`src/rtl/i2c_berr_pkg.sv`:
```
package i2c_berr_pkg;
  localparam logic [7:0] ST_BUS_ERR = 8'h00;
  localparam logic [7:0] ST_IDLE    = 8'hF8;

  typedef struct packed {
    logic start;
    logic stop;
  } cond_t;
endpackage

```
`src/rtl/i2c_berr_sync.sv`:
```
module i2c_berr_sync #(
  parameter int W      = 2,
  parameter int STAGES = 2
) (
  input  logic         clk_i,
  input  logic         rst_ni,
  input  logic [W-1:0] d_i,
  output logic [W-1:0] q_o
);
  logic [W-1:0] stg_q [STAGES];

  for (genvar s = 0; s < STAGES; s++) begin : g_stage
    always_ff @(posedge clk_i or negedge rst_ni) begin
      if (!rst_ni) stg_q[s] <= '1;  // idle bus is high
      else if (s == 0) stg_q[s] <= d_i;
      else stg_q[s] <= stg_q[s-1];
    end
  end

  assign q_o = stg_q[STAGES-1];
endmodule

```
`src/rtl/i2c_berr_cond.sv`:
```
module i2c_berr_cond
  import i2c_berr_pkg::*;
(
  input  logic  clk_i,
  input  logic  rst_ni,
  input  logic  sda_s_i,
  input  logic  scl_s_i,
  output cond_t cond_o
);
  logic sda_q, scl_q;

  always_ff @(posedge clk_i or negedge rst_ni) begin
    if (!rst_ni) begin
      sda_q <= 1'b1;
      scl_q <= 1'b1;
    end else begin
      sda_q <= sda_s_i;
      scl_q <= scl_s_i;
    end
  end

  // SCL must be high before and after the SDA edge
  logic scl_hi;
  assign scl_hi       = scl_q & scl_s_i;
  assign cond_o.start = scl_hi & sda_q & ~sda_s_i;
  assign cond_o.stop  = scl_hi & ~sda_q & sda_s_i;
endmodule

```
`src/rtl/i2c_berr_ctrl.sv`:
```
module i2c_berr_ctrl
  import i2c_berr_pkg::*;
#(
  parameter int POS_W    = 4,
  parameter int LAST_POS = 8
) (
  input  logic             clk_i,
  input  logic             rst_ni,
  input  cond_t            cond_i,
  input  logic             involved_i,
  input  logic             frame_active_i,
  input  logic [POS_W-1:0] bit_pos_i,
  input  logic             irq_clr_i,
  output logic             err_o,
  output logic             irq_o,
  output logic [7:0]       status_o
);
  localparam logic [POS_W-1:0] LastPos = POS_W'(LAST_POS);

  logic in_byte, err_d;
  assign in_byte = frame_active_i && (bit_pos_i <= LastPos);
  assign err_d   = (cond_i.start | cond_i.stop) & involved_i & in_byte;

  always_ff @(posedge clk_i or negedge rst_ni) begin
    if (!rst_ni) begin
      err_o    <= 1'b0;
      irq_o    <= 1'b0;
      status_o <= ST_IDLE;
    end else begin
      err_o <= err_d;
      if (err_d) begin  // error wins over a simultaneous clear
        irq_o    <= 1'b1;
        status_o <= ST_BUS_ERR;
      end else if (irq_clr_i) begin
        irq_o    <= 1'b0;
        status_o <= ST_IDLE;
      end
    end
  end
endmodule

```
`src/rtl/i2c_buserr_det.sv`:
```
module i2c_buserr_det
  import i2c_berr_pkg::*;
#(
  parameter int POS_W       = 4,
  parameter int LAST_POS    = 8,
  parameter int SYNC_STAGES = 2
) (
  input  logic             clk_i,
  input  logic             rst_ni,
  input  logic             sda_i,
  input  logic             scl_i,
  input  logic             involved_i,
  input  logic             frame_active_i,
  input  logic [POS_W-1:0] bit_pos_i,
  input  logic             irq_clr_i,
  output logic             bus_err_o,
  output logic             nas_mode_o,
  output logic             rel_sda_o,
  output logic             rel_scl_o,
  output logic             irq_o,
  output logic [7:0]       status_o
);
  logic [1:0] lines_s;
  cond_t      cond;
  logic       err;

  i2c_berr_sync #(.W(2), .STAGES(SYNC_STAGES)) u_sync (
    .clk_i (clk_i),
    .rst_ni(rst_ni),
    .d_i   ({scl_i, sda_i}),
    .q_o   (lines_s)
  );

  i2c_berr_cond u_cond (
    .clk_i  (clk_i),
    .rst_ni (rst_ni),
    .sda_s_i(lines_s[0]),
    .scl_s_i(lines_s[1]),
    .cond_o (cond)
  );

  i2c_berr_ctrl #(.POS_W(POS_W), .LAST_POS(LAST_POS)) u_ctrl (
    .clk_i         (clk_i),
    .rst_ni        (rst_ni),
    .cond_i        (cond),
    .involved_i    (involved_i),
    .frame_active_i(frame_active_i),
    .bit_pos_i     (bit_pos_i),
    .irq_clr_i     (irq_clr_i),
    .err_o         (err),
    .irq_o         (irq_o),
    .status_o      (status_o)
  );

  assign bus_err_o  = err;
  assign nas_mode_o = err;
  assign rel_sda_o  = err;
  assign rel_scl_o  = err;
endmodule

```
`config.mk`:
```
export PLATFORM = sky130hd
export DESIGN_NAME = i2c_buserr_det
export DESIGN_NICKNAME = d
export VERILOG_FILES = /design/src/rtl/i2c_berr_pkg.sv /design/src/rtl/i2c_berr_sync.sv /design/src/rtl/i2c_berr_cond.sv /design/src/rtl/i2c_berr_ctrl.sv /design/src/rtl/i2c_buserr_det.sv
export SDC_FILE = /design/constraint.sdc
export NUM_CORES = 1
export LEC_CHECK = 0
export BUFFER_PORTS_ARGS = -buffer_cell sky130_fd_sc_hd__buf_2
export CAP_MARGIN = 10
export CORE_AREA = 2 2 39 41
export CTS_CLUSTER_DIAMETER = 80
export DETAILED_ROUTE_END_ITERATION = 16
export DIE_AREA = 0 0 41 43
export HOLD_SLACK_MARGIN = 0.03
export RECOVER_POWER = 50
export SYNTH_ARGS = -nofsm -noshare
export SYNTH_HDL_FRONTEND = slang
export SYNTH_SLANG_ARGS = --single-unit
```
`constraint.sdc`:
```
create_clock -name clk_i -period 1.8 [get_ports clk_i]
set_input_delay 0.09 -clock clk_i [delete_from_list [all_inputs] [get_ports clk_i]]
set_output_delay 0.09 -clock clk_i [all_outputs]
set_load 0.005 [all_outputs]
```
==> results.cfg <==
[placement]
port_buffers = 20
place_congestion = 0.6134

[die]
rows = 14
die_w_um = 41
die_height_um = 43
initial_utilization_pct = 26.31
die-area_mm2 = 0.001763
coreArea_mm2 = 0.001384
io_pins = 24

[global_route]
track_usage_pct = 7.449
grt_overflow = 0
grt_pass1_wl_um = 814
grt_pass1_vias = 234
grt_antenna_before_repair = 0
grt_max_degree = 10

[timing]
drv_slew = 0
fin_worst_skew_ps = 5.407
whs_ps = 137.5
period_share_pct = 60.82
layout_min_cycle_time_ps = 1095
hold_viol_final = 0
grt_setup_unrepaired = false
tns_ps = 0
max_freq_mhz = 913.4
finalSetupViolCount = 0

[critical_path]
crit_cells = 2
path_class = reg -> reg
cp_max_fo = 3
crit_chain = nand4_1 > o32a_1
critPathLaunchType = flip-flop
critPathCaptureType = flip-flop
crit_slowest_cell = dfstp_2
cp_num_buf_inv = 0
cpPeakStageDelay_ps = 530
arrival_ps = 1280
crit_family = flip-flops
required_ps = 1980
r2r-start = u_sync.q_o[1]
reg2regPathDepth = 2
setup.worst_path.start = u_sync.q_o[1]

[detailed_routing]
wl_um = 518
dr.pass1.iters = 2
post_drt_wl_per_cell_um = 8.222
drt-vias-per-instance = 3.968
vias = 250
ant_nets = 0
drc = 0
drtIter0Drc = 1

[cts]
cts_inserted_buffers = 3
clkLatencyLatePin_ps = 250
clockRootBuffer = clkbuf_4
cts_buffer_depth = 2
cts_num_sinks = 9
cts_setup_buffers = 0
cts_resized = 0
cts_tree = done
clkTransAtPathRegs_ps = 60
h-tree-depth = 1
cts-hold-fix-buffers = 4

[power_and_ir_drop]
p_int_mw = 0.3218
clockPowerShare_pct = 36.6
seqPwrFrac_pct = 54.7
p_leak_nw = 0.2272
switchingPower_mw = 0.08172
combPwrFrac_pct = 8.6
vdd_drop_max_v = 0.0005974
power_density_mw_per_mm2 = 837.7
sw_frac_of_total_pct = 20.25

[logic_synthesis]
yosys_warnings = 0
synthSimpleGateAreaFrac_pct = 3.093
synth_xor_area_share_pct = 2.405
synth_common_cells = buf_4, dfstp_2, dfrtp_1
synth.area.mux_share_pct = 0
ys_types = 11
synthCells = 27
ys_ff_latch = 9
synth_compound_area_share_pct = 7.560
synth_ff_type = dfstp_2
synth_edf_count = 0
synth_fa_ha_area_share_pct = 0
yosysSeqAreaShare_pct = 64.26
synth-async-reset-ratio_pct = 100.0
synth.most_common_cell = buf_4
synth_area_leaders = dfstp_2, buf_4, dfrtp_1, o32a_1, o31a_1
synth_top_family_by_area = buffers and inverters
netlist_area_um2 = 364.1
synth_top_area_share_pct = 50.52
synth_area_per_cell_um2 = 13.49
yosys.area.top_type = dfstp_2

[cells_and_area]
n_fill_cell = 148
antennaDiodeCount = 0
nets = 59
drive_gt1_share_pct = 61.70
syn2layout_area_growth_pct = 32.30

[min_path]
whs_path_depth = 3
holdCritPathClass = in -> reg
hold_start = involved_i

[run]
cap_violations = 0

[run_status]
status = finished clean
[power by group through the flow]
stage	Sequential (mW)	Combinational, mW	Clock, mW
finish	0.221	0.0349	0.148
CTS	0.221	0.0360	0.157
global route	0.222	0.0405	0.172
global placement	0.224	0.0290	0
floorplan	0.224	0.0183	0
detailed placement	0.224	0.0294	0
[placed cells by master, fill, tap and decap left out, drive strengths merged]
master,count
buf,19
dfstp,7
clkbuf,5
dlygate4sd3,4
conb,3
dfrtp,2
nand4,1
xnor2,1
o31a,1
nor3,1
o32a,1
inv,1
o32ai,1
[metrics by stage]
step	util [%]	setup slack [ps]	cell area [um2]	std cells	power [mW]
floorplan	-	741.7	371.6	29	0.2419
global placement	30.11	724.7	416.7	55	0.2525
detailed placement	30.11	704.9	416.7	55	0.2535
CTS	34.90	699.9	483.0	63	0.4139
global route	34.81	648.1	481.7	63	0.4341
finish	34.81	705.2	481.7	63	0.4036
[flip-flops by register name (all words and copies together) (netlist names)]
name and cells:
u_sync.q_o 2, u_ctrl.status_o 1, u_sync.stg_q 2, u_cond.sda_q 1, u_ctrl.irq_o 1, u_ctrl.err_o 1
u_cond.scl_q 1
[layer usage]
layer	share of wire, %	GRT usage (%)	vias up
met3	19	6.283	0
met5	0	0	-
met2	45	11.88	24
met4	0	4.000	0
met1	36	5.763	108
li1	-	-	118
[final cells by class]
class	instances	area [um2]	share of cell area (%)
flip-flops and latches	9	234.0	48.57
repair buffers	24	138.9	28.83
multi-input cells	9	58.81	12.21
clock buffers	4	26.28	5.455
well taps	16	20.02	4.156
inverters	1	3.754	0.7792
[logic make-up (layout without fill, tap and decap cells)]
group           after synthesis  count (layout)
other cells                   1               3
buf+inv                      11              29
simple gates                  2               2
xor+xnor                      1               1
compound gates                3               3
flops                         9               9
[final timing paths]
kind | end | slack, ps
setup / recovery | u_ctrl.status_o[6] | 710
hold / removal | u_ctrl.err_o | 140
setup reg to reg | u_ctrl.status_o[6] | 710
hold reg to reg | u_sync.q_o[1] | 360
max in group asynchronous | u_sync.stg_q[3] | 1180
min in group asynchronous | u_ctrl.err_o | 280
[worst reg2reg max path, cell delays in order (launching register included)]
cell and delay [ps]:
dfstp_2 530, nand4_1 130, o32a_1 370
No activity file was read; power rests on OpenSTA's default activity.
